===== config.mk =====
export PLATFORM = sky130hd
export DESIGN_NAME = irq_lvl_ctrl
export DESIGN_NICKNAME = d
export VERILOG_FILES = /design/src/rtl/irq_lvl_pkg.sv /design/src/rtl/irq_ack_seq.sv /design/src/rtl/irq_route.sv /design/src/rtl/irq_lvl_ctrl.sv
export SDC_FILE = /design/constraint.sdc
export NUM_CORES = 1
export LEC_CHECK = 0
export ABC_AREA = 1
export CORE_MARGIN = 2
export CORE_UTILIZATION = 40
export DETAILED_ROUTE_END_ITERATION = 7
export SLEW_MARGIN = 20
export SYNTH_ARGS = -nofsm -noshare
export SYNTH_HDL_FRONTEND = slang
export SYNTH_SLANG_ARGS = --single-unit

===== constraint.sdc =====
create_clock -name clk -period 3.4 [get_ports clk]
set_input_delay 0.68 -clock clk [delete_from_list [all_inputs] [get_ports clk]]
set_output_delay 0.68 -clock clk [all_outputs]
set_load 0.02 [all_outputs]

===== src/rtl/irq_lvl_pkg.sv =====
`timescale 1ns/1ps
package irq_lvl_pkg;
    localparam int NUM_LVL  = 7;
    localparam int NUM_SPEC = 7;
    localparam int NUM_LINE = 8;
    localparam int VEC_W    = 8;
    localparam int DATA_W   = 32;
    localparam int ADDR_W   = 4;

    localparam int LVL_W    = $clog2(NUM_LVL + 1);
    localparam int LINE_W   = $clog2(NUM_LINE);
    localparam int NUM_SRC  = 1 + NUM_LVL + NUM_SPEC;
    localparam int SPEC_LO  = 1 + NUM_LVL;
    localparam int MAPL_W   = (1 + NUM_LVL) * LINE_W;
    localparam int MAPS_W   = NUM_SPEC * LINE_W;
    localparam int SID_BASE = 8;

    localparam logic [ADDR_W-1:0] ADR_EN   = ADDR_W'(0);
    localparam logic [ADDR_W-1:0] ADR_STAT = ADDR_W'(1);
    localparam logic [ADDR_W-1:0] ADR_MAPL = ADDR_W'(2);
    localparam logic [ADDR_W-1:0] ADR_MAPS = ADDR_W'(3);
    localparam logic [ADDR_W-1:0] ADR_PRIO = ADDR_W'(4);

    typedef struct packed {
        logic              err;
        logic [VEC_W-1:0]  vec;
    } statid_t;

    typedef enum logic {SEQ_IDLE, SEQ_WAIT} seq_e;

    // Highest set position, reported as level number (index + 1); 0 if none.
    function automatic logic [LVL_W-1:0] top_level(input logic [NUM_LVL-1:0] v);
        logic [LVL_W-1:0] r;
        r = '0;
        for (int i = 0; i < NUM_LVL; i++)
            if (v[i]) r = LVL_W'(i + 1);
        return r;
    endfunction
endpackage


===== src/rtl/irq_ack_seq.sv =====
`timescale 1ns/1ps
module irq_ack_seq
    import irq_lvl_pkg::*;
(
    input  logic               clk,
    input  logic               rst,
    input  logic [NUM_LVL-1:0] req,
    input  logic [NUM_LVL-1:0] en_lvl,
    input  logic [NUM_LVL-1:0] stat_lvl,
    input  logic               done,
    output logic               ack_req,
    output logic [LVL_W-1:0]   ack_lvl
);
    seq_e             state_q;
    logic [LVL_W-1:0] lvl_q;
    logic [LVL_W-1:0] pick;

    // eligible: requested, enabled, and not already holding status
    assign pick = top_level(req & en_lvl & ~stat_lvl);

    always_ff @(posedge clk) begin
        if (rst) begin
            state_q <= SEQ_IDLE;
            lvl_q   <= '0;
        end else begin
            case (state_q)
                SEQ_IDLE: if (pick != '0) begin
                    state_q <= SEQ_WAIT;
                    lvl_q   <= pick;
                end
                SEQ_WAIT: if (done) begin
                    state_q <= SEQ_IDLE;
                    lvl_q   <= '0;
                end
                default: state_q <= SEQ_IDLE;
            endcase
        end
    end

    assign ack_req = (state_q == SEQ_WAIT);
    assign ack_lvl = lvl_q;
endmodule


===== src/rtl/irq_route.sv =====
`timescale 1ns/1ps
module irq_route #(
    parameter int NS = 15,
    parameter int NL = 8,
    parameter int LW = 3
) (
    input  logic [NS-1:0]    active,
    input  logic [NS*LW-1:0] map,
    output logic [NL-1:0]    lines
);
    for (genvar k = 0; k < NL; k++) begin : g_line
        logic [NS-1:0] hit;
        for (genvar s = 0; s < NS; s++) begin : g_src
            assign hit[s] = active[s] && (map[s*LW +: LW] == LW'(k));
        end
        assign lines[k] = |hit;
    end
endmodule


===== src/rtl/irq_lvl_ctrl.sv =====
`timescale 1ns/1ps
module irq_lvl_ctrl
    import irq_lvl_pkg::*;
(
    input  logic                clk,
    input  logic                rst,
    input  logic                reg_we,
    input  logic [ADDR_W-1:0]   reg_addr,
    input  logic [DATA_W-1:0]   reg_wdata,
    output logic [DATA_W-1:0]   reg_rdata,
    input  logic [NUM_LVL-1:0]  lvl_req_i,
    input  logic                own_evt_i,
    input  logic [NUM_SPEC-1:0] spec_evt_i,
    output logic                ack_req_o,
    output logic [LVL_W-1:0]    ack_lvl_o,
    input  logic                ack_done_i,
    input  logic [VEC_W-1:0]    ack_vec_i,
    input  logic                ack_err_i,
    output logic [NUM_LINE-1:0] irq_o,
    output logic [LVL_W-1:0]    prio_o
);
    logic [NUM_SRC-1:0] en_q, stat_q, set_vec, clr_vec;
    logic [MAPL_W-1:0]  mapl_q;
    logic [MAPS_W-1:0]  maps_q;
    statid_t            sid_q [NUM_LVL];
    logic               cap;
    logic               unused_wbits;

    assign unused_wbits = ^reg_wdata[DATA_W-1:MAPL_W];

    irq_ack_seq u_seq (
        .clk      (clk),
        .rst      (rst),
        .req      (lvl_req_i),
        .en_lvl   (en_q[1 +: NUM_LVL]),
        .stat_lvl (stat_q[1 +: NUM_LVL]),
        .done     (ack_done_i),
        .ack_req  (ack_req_o),
        .ack_lvl  (ack_lvl_o)
    );

    assign cap = ack_req_o & ack_done_i;

    always_comb begin
        set_vec    = '0;
        set_vec[0] = own_evt_i & en_q[0];
        for (int l = 1; l <= NUM_LVL; l++)
            set_vec[l] = cap && (ack_lvl_o == LVL_W'(l)) && en_q[l];
        set_vec[SPEC_LO +: NUM_SPEC] = spec_evt_i & en_q[SPEC_LO +: NUM_SPEC];
    end

    assign clr_vec = (reg_we && reg_addr == ADR_STAT) ? reg_wdata[NUM_SRC-1:0] : '0;

    always_ff @(posedge clk) begin
        if (rst) begin
            en_q   <= '0;
            mapl_q <= '0;
            maps_q <= '0;
            stat_q <= '0;
        end else begin
            if (reg_we) begin
                case (reg_addr)
                    ADR_EN:   en_q   <= reg_wdata[NUM_SRC-1:0];
                    ADR_MAPL: mapl_q <= reg_wdata[MAPL_W-1:0];
                    ADR_MAPS: maps_q <= reg_wdata[MAPS_W-1:0];
                    default: ;
                endcase
            end
            // a new set beats a simultaneous clear
            stat_q <= (stat_q & ~clr_vec) | set_vec;
        end
    end

    for (genvar g = 0; g < NUM_LVL; g++) begin : g_sid
        always_ff @(posedge clk) begin
            if (rst)
                sid_q[g] <= '0;
            else if (set_vec[g + 1])
                sid_q[g] <= '{err: ack_err_i, vec: ack_vec_i};
        end
    end

    irq_route #(
        .NS (NUM_SRC),
        .NL (NUM_LINE),
        .LW (LINE_W)
    ) u_route (
        .active (stat_q & en_q),
        .map    ({maps_q, mapl_q}),
        .lines  (irq_o)
    );

    assign prio_o = top_level(stat_q[1 +: NUM_LVL]);

    always_comb begin
        reg_rdata = '0;
        case (reg_addr)
            ADR_EN:   reg_rdata[NUM_SRC-1:0] = en_q;
            ADR_STAT: reg_rdata[NUM_SRC-1:0] = stat_q;
            ADR_MAPL: reg_rdata[MAPL_W-1:0]  = mapl_q;
            ADR_MAPS: reg_rdata[MAPS_W-1:0]  = maps_q;
            ADR_PRIO: reg_rdata[LVL_W-1:0]   = prio_o;
            default: begin
                for (int l = 1; l <= NUM_LVL; l++)
                    if (reg_addr == ADDR_W'(SID_BASE + l))
                        reg_rdata[$bits(statid_t)-1:0] = sid_q[l-1];
            end
        endcase
    end
endmodule


# After elaboration in Yosys (flattened, before gate mapping)
# Memory sizes are Yosys's and may differ from the RTL's.
# Index checks and enable logic that the tools add are counted.
[totals]
mem_bits_rw = 63
memories = 1
elab_cells = 377
register_bits = 79
input_bits = 64
output_inout_bits = 47
[op_classes]
reduce_logical = 164
mux = 63
eq_ne = 125
bitwise_logic = 18
[memory_table]
columns = ["memory", "depth", "word_bits", "rd", "rd_ports_with_merged_regs", "write_ports", "line_no", "text"]
rows = [
  ["sid_q", 7, 9, 7, 0, 7, "irq_lvl_ctrl.sv:25", "statid_t sid_q [NUM_LVL];"],
]
[ops]
columns = ["operator", "count"]
rows = [
  ["== test 3 bit (second input constant)", 64],
  ["logical AND 1 bit", 135],
  ["two-way mux 9 bit", 14],
  ["OR reduction 15 bit", 8],
  ["== test 3 x 2 -> 1 bit (second input constant)", 32],
  ["== test 3 x 1 -> 1 bit (second input constant)", 16],
  ["zero test 3 bit", 15],
  ["two-way mux 3 bit", 15],
  ["bitwise AND 15 bit", 2],
  ["case mux 6 bit (5 select lines)", 1],
  ["== test 4 bit (second input constant)", 7],
  ["two-way mux 1 bit", 27],
  ["case mux 6 bit (4 select lines)", 1],
  ["bitwise AND 7 bit", 3],
  ["two-way mux 15 bit", 1],
  ["inverter 15 bit", 1],
  ["OR 15 bit", 1],
  ["case mux 3 bit (5 select lines)", 1],
  ["case mux 6 bit (2 select lines)", 1],
  ["== test 4 x 2 -> 1 bit (second input constant)", 2],
  ["AND reduction 2 bit", 4],
  ["inverter 7 bit", 1],
  ["OR 1 bit", 7],
  ["case mux 3 bit (2 select lines)", 1],
  ["9 further kinds", 10],
]

# Logic depth before layout (Yosys ltp)
[logic_depth]
depth_word = 12
depth_mapped = 11
ltp_nobuf = 11

# Cells and area by module
# A second synthesis with hierarchy kept.
[unflattened]
cells_unflattened = 1209
hier_area_um2 = 8076.5
[by_module_without_submodules]
columns = ["module", "area_per_inst_um2", "seq_area_each_um2", "cells_each", "instances"]
rows = [
  ["irq_lvl_ctrl", 6253.5, 3393.3, 764, 1],
  ["irq_route", 1505.2, 0.0, 391, 1],
  ["irq_ack_seq", 317.8, 80.1, 54, 1],
]

# Worst setup path after synthesis
# No wires, ideal clock.
[synth_path]
path_type = "input to output"
start = "input port reg_addr[2]"
end = "output port reg_rdata[1]"
required_time_ns = 2.720
path_slack_ns = 1.018
t_arrival_ns = 1.702
stages = 7
path_buffers = 1
cell_sequence = "buf_4 -> nand2_1 -> nor2_2 -> a21oi_1 -> nand4_1 -> o21ai_1 -> nand4_1"
[synth_via]
elab_chain_cells = 9
word_cells_on_any_way = 20
classes_between = "11 x eq/ne; 8 x mux; 1 x reduce/logical"
[synth_rtl]
columns = ["item", "line_no", "text"]
rows = [
  ["start: declaration", "irq_lvl_ctrl.sv:8", "input logic [ADDR_W-1:0] reg_addr,"],
  ["== test 4 bit", "irq_lvl_ctrl.sv:105", "if (reg_addr == ADDR_W'(SID_BASE + l))"],
  ["two-way mux 9 bit (7 in series)", "irq_lvl_ctrl.sv:105", ""],
  ["case mux 3 bit (5 select lines) (*)", "irq_lvl_ctrl.sv:97", "case (reg_addr)"],
  ["end: declaration", "irq_lvl_ctrl.sv:10", "output logic [DATA_W-1:0] reg_rdata,"],
]
# Every way passes the cells marked *; elsewhere a longest branch is shown, timed or not.

# Worst setup path in the final report
[layout_path]
start = "input port reg_addr[3]"
end = "output port reg_rdata[16]"
[layout_via]
elab_chain_cells = 2
word_cells_on_any_way = 3
classes_between = "2 x eq/ne; 1 x mux"
[layout_rtl]
columns = ["item", "line_no"]
rows = [
  ["== test 4 x 2 -> 1 bit", "irq_lvl_ctrl.sv:97"],
  ["case mux 6 bit (2 select lines) (*)", "irq_lvl_ctrl.sv:97"],
]
# Marked as above.

==> results summary <==
The run finished, with violations left. The checks that failed: DRC. The relative area change from synthesis to final layout is 27.9%. The half-perimeter wire length after placement came out at a little under 20 mm. The clock buffer count from CTS came out at 17. The final net count is about 1200. The buffer levels on the longest clock path came out at 2. The via count of the first global-routing pass is between 6000 and 7000. The H-tree depth reported by CTS came out at 4. The chip width came out at 140 um. The fraction of met3 tracks used by global routing came out at about 5.6%. The total routing usage reported by global routing is a little over a quarter.

The sum of overflow across all layers after global routing came out at 0. Power spread over the standard cell area amounts to between 400 and 500 nW/um2. The number of max-cap violations came out at 0. In this run the worst path has a maximum fanout of 9.

The critical path is of the primary input to primary output type. The clock root buffer is sky130_fd_sc_hd__clkbuf_16. The share of the yosys chip area belonging to registers is between 40% and 50%. The total via count after detailed routing came out at about 7400. The final critical path takes up 98.4% of the cycle.

The worst path in the final design needs a cycle of 3.35 ns, including I/O delays and setup. The critical path data arrival time is ~2.7 ns. The global-route wire length before repair is approximately 40 mm. The internal power component is slightly above 0.003 W. Measured in cells, the most critical reg-to-reg path has a length of 4.

The number of hold-slack violations in the final timing report came to 0. The end-of-flow core utilization came out at 52.6%. The worst slack after detailed placement is -0.260 ns. The placeable core region came out at 18100 um2. The fraction of power consumed by combinational cells came out at roughly 8.6%. The launch point of the worst hold path is en_q[10]$_SDFFE_PP0P_. For this design the total switching power over the nets is between 0.001 and 0.0015 W.

The cell count along the critical path came out at 7. The part of the power in registers is roughly 45%. Setup repair after global routing left no endpoint under its margin. After the flow finishes, the layout carries non-filler instances totaling around 1400. Measured against its own limit, the worst slew margin works out to roughly three fifths. The clock sink count came out at 142. At the worst endpoint, the required time is between 2 and 3 ns.

The I/O pin total came out at between 100 and 150. After synthesis the netlist holds a flip-flop and latch count of between 100 and 150. The most used routing layer in global routing is met1. The count of synthesis-stage warnings from yosys is 0. The final max-slew violation count is 0. The largest individual stage delay along the critical path comes from the cell sky130_fd_sc_hd__clkdlybuf4s50_1. The post-synthesis instance total is around 1000. The violation count after the first detailed-route iteration is ~740. Setup violations remaining at the end of the flow were counted as 0.

The cell leakage power is ~3.8 nW. The synthesized area is 7440 um2. The floorplan die area came out at between 15000 and 20000 um2. The count of nets left with antenna violations after detail routing is 0. For this configuration, the core starts out at a cell density of between 40% and 50%.

The worst setup margin is 0.0550 ns. The number of antenna diodes is 0. The highest clock rate came out at between 0.2 and 0.3 GHz.

The maximum vdd drop came out at between 0.0004 and 0.0005 V. The clock network latency to the later pin of the worst-skew pair came out at ~0.43 ns. The met2 capacity usage during global routing is a little under two fifths. The first detailed-routing pass took 8 iterations. The number of placement rows is just under 50. Clock-pin slew was measured on the worst setup and hold paths at 0.06 ns. Tracing the worst setup path back leads to its startpoint at reg_addr[3]. The initial antenna violation count came to 0. Traced cell by cell, the critical path runs through clkdlybuf4s50_1, nor2_4, nand2_2, buf_4, buf_4, o22ai_1, clkdlybuf4s50_1. The number of distinct library cells after synthesis came out at 38. The weighted congestion at the end of routability-driven global placement is slightly below 1.

In this run, post-CTS hold repair placed 0 buffers. The final setup skew is between 0.009 and 0.01 ns. The switching portion of total power came out at between 20 and 25%. The average via count per standard cell came out at 5.48.

The worst setup path is captured at a primary output. The highest cell delay on the worst timing path came out at 0.63 ns. The average instance in the mapped netlist occupies between 7 and 8 um2.

Global routing used roughly 40% of the available met1 tracks. Summed over all layers, the routed wires come to approximately 26 mm. The share of cells above drive strength 1 came out at a little under a tenth. The count of port buffers added during placement came out at 94. The number of placed cells counting well taps is between 1000 and 1500. Measured along the y axis, the die boundary spans 140 um. The path class of the tightest hold or removal check is flop to flop. The sum of buffers and inverters on the critical path came out at 4.

The worst hold path was traced through 2 stages. Entering global routing, the biggest net connects between 50 and 60 pins. The detailed-route DRC error count is 1. The cell family contributing the most delay on the critical path is buffers and inverters. The relative contribution of the clock network to total power is a little under half.

The final routed wire length divided by cell count came out at around 19 um. TritonCTS built the clock tree. The launch point of the worst reg-to-reg path is u_seq.ack_req$_SDFF_PP0_.

STA classifies the critical path startpoint as a primary input. For the pin with the worst max-slew slack, the measured transition is between 0.5 and 0.6 ns. Setup total negative slack on the finished layout was measured at 0 ns.
logic make-up (layout without fill, tap and decap cells):
logic type,count (synthesis),after routing,synth area share (%)
flip-flops,142,142,46.7
other,1,8,0.0504
AND/OR/NAND/NOR,456,456,26.8
AO/OA/AOI/OAI,233,233,17.8
buffers and inverters,149,282,8.73
Yosys cell counts:
cell                          n  area share, %
sky130_fd_sc_hd__nor3_2       1           0.13
sky130_fd_sc_hd__o211ai_1     4           0.40
sky130_fd_sc_hd__nand4_2      3           0.50
sky130_fd_sc_hd__buf_6        3           0.45
sky130_fd_sc_hd__o221ai_1     1           0.12
sky130_fd_sc_hd__nor2_2       5           0.42
sky130_fd_sc_hd__nor2_1     143            7.2
sky130_fd_sc_hd__clkbuf_1    13           0.66
sky130_fd_sc_hd__edfxtp_1    63             25
sky130_fd_sc_hd__conb_1       1          0.050
sky130_fd_sc_hd__inv_1      103            5.2
sky130_fd_sc_hd__o21a_1       1           0.10
sky130_fd_sc_hd__buf_4       15            1.5
sky130_fd_sc_hd__buf_2        9           0.61
sky130_fd_sc_hd__nor2_8       1           0.27
sky130_fd_sc_hd__nor3_1      10           0.67
sky130_fd_sc_hd__a32oi_1      2           0.24
sky130_fd_sc_hd__o22ai_1     29            2.4
sky130_fd_sc_hd__a21oi_1     93            6.3
sky130_fd_sc_hd__buf_1        1          0.050
sky130_fd_sc_hd__dfxtp_1     79             21
sky130_fd_sc_hd__o21ai_0     73            4.9
sky130_fd_sc_hd__nor2_4       1           0.15
sky130_fd_sc_hd__nand3_4      1           0.24
sky130_fd_sc_hd__a31oi_1      5           0.42
sky130_fd_sc_hd__o2111ai_1    5           0.59
sky130_fd_sc_hd__a221oi_1    10            1.2
sky130_fd_sc_hd__a22o_1       3           0.35
sky130_fd_sc_hd__nand3_1     66            4.4
sky130_fd_sc_hd__nand2_2      3           0.25
sky130_fd_sc_hd__o21ai_1      2           0.13
sky130_fd_sc_hd__nand2_1    185            9.3
sky130_fd_sc_hd__nand4_1     27            2.3
sky130_fd_sc_hd__a221oi_2     1           0.20
sky130_fd_sc_hd__a22oi_1      4           0.40
sky130_fd_sc_hd__or2_2        3           0.25
sky130_fd_sc_hd__inv_2        5           0.25
sky130_fd_sc_hd__nor4_1       7           0.59
power by group through the flow:
stage | combinational (W) | clock (W) | sequential [W]
2_1_floorplan | 0.000169 | 0 | 0.00188
3_3_place_gp | 0.000353 | 0 | 0.00188
3_5_place_dp | 0.000353 | 0 | 0.00189
4_1_cts | 0.000351 | 0.00193 | 0.00185
5_1_grt | 0.000382 | 0.00201 | 0.00185
6_report | 0.000354 | 0.00191 | 0.00185
path summary, 6_finish.rpt:
kind / end / slack (ns)
worst max register to register: sid_q[1][1]$_SDFFCE_PN0P_ / 1.31
worst min register to register: stat_q[10]$_SDFF_PP0_ / 0.48
worst max-delay path: reg_rdata[16] / 0.05
worst min-delay path: stat_q[10]$_SDFF_PP0_ / 0.48
area by class of cell:
cell class	count	area, um2
clock buffers	21	493
clock inverters	11	119
fillers	1791	8580
inverters	108	405
multi-input cells	697	3350
flip-flops and latches	142	3470
well taps	229	287
repair buffers	142	1380
layer usage:
layer / part of all wire [%] / vias to the layer above
met3: 7.3 / 38
met4: 2.0 / 0
met1: 48 / 3439
li1: - / 3618
met2: 42 / 302
met5: 0 / -
stage by stage:
stage,cell area [um2],total power (W),hold slack [ns]
2_1_floorplan,7460,0.00205,0.450
3_3_place_gp,8870,0.00224,0.464
4_1_cts,9480,0.00413,0.476
5_1_grt,9510,0.00424,0.505
3_5_place_dp,8870,0.00224,0.465
6_report,9510,0.00412,0.476
state kept, by name, summed over array words and instances (netlist names):
register	count
sid_q	63
mapl_q	24
maps_q	21
en_q	15
stat_q	15
u_seq.ack_lvl	3
u_seq.ack_req	1
layout by cell type (no fill, tap or decap), types with 2 or more instances in the layout:
master                            synthesis  layout
sky130_fd_sc_hd__o22ai_1                 29      29
sky130_fd_sc_hd__dfxtp_1                 79      79
sky130_fd_sc_hd__or2_2                    3       3
sky130_fd_sc_hd__o211ai_1                 4       4
sky130_fd_sc_hd__a21oi_1                 93      92
sky130_fd_sc_hd__nor2_4                   1       2
sky130_fd_sc_hd__nand3_1                 66      66
sky130_fd_sc_hd__clkdlybuf4s50_1          0      71
sky130_fd_sc_hd__buf_4                   15      43
sky130_fd_sc_hd__clkinv_4                 0       5
sky130_fd_sc_hd__inv_2                    5       5
sky130_fd_sc_hd__a31oi_1                  5       5
sky130_fd_sc_hd__nor3_1                  10      10
sky130_fd_sc_hd__nand2_1                185     185
sky130_fd_sc_hd__nor2_1                 143     142
sky130_fd_sc_hd__nand4_2                  3       3
sky130_fd_sc_hd__inv_6                    0       3
sky130_fd_sc_hd__nor2_2                   5       5
sky130_fd_sc_hd__a221oi_1                10      10
sky130_fd_sc_hd__inv_1                  103     102
sky130_fd_sc_hd__dlymetal6s2s_1           0      12
sky130_fd_sc_hd__a22oi_1                  4       4
sky130_fd_sc_hd__nor4_1                   7       7
sky130_fd_sc_hd__buf_12                   0       5
sky130_fd_sc_hd__edfxtp_1                63      63
sky130_fd_sc_hd__clkbuf_16                0      19
sky130_fd_sc_hd__o21ai_0                 73      73
sky130_fd_sc_hd__o2111ai_1                5       5
sky130_fd_sc_hd__nand4_1                 27      27
sky130_fd_sc_hd__o21ai_1                  2       2
sky130_fd_sc_hd__a32oi_1                  2       2
sky130_fd_sc_hd__a22o_1                   3       3
sky130_fd_sc_hd__nand2_2                  3       3
sky130_fd_sc_hd__dlygate4sd2_1            0      11
sky130_fd_sc_hd__conb_1                   1       8
worst register-to-register path, cell delays in order, from the launching register on:
cell and delay [ns]:
sky130_fd_sc_hd__dfxtp_1 0.39, sky130_fd_sc_hd__nand2_1 0.14, sky130_fd_sc_hd__nor2_1 0.45, sky130_fd_sc_hd__nand3_1 0.27, sky130_fd_sc_hd__nand2_1 0.47
repair_timing:
item                                    CTS  global route
buffers inserted                          0             0
endpoints found under the setup margin   15            17
endpoints found under the hold margin     0             0
gates resized for setup                  13            13
(Power assumes the default switching activity.)
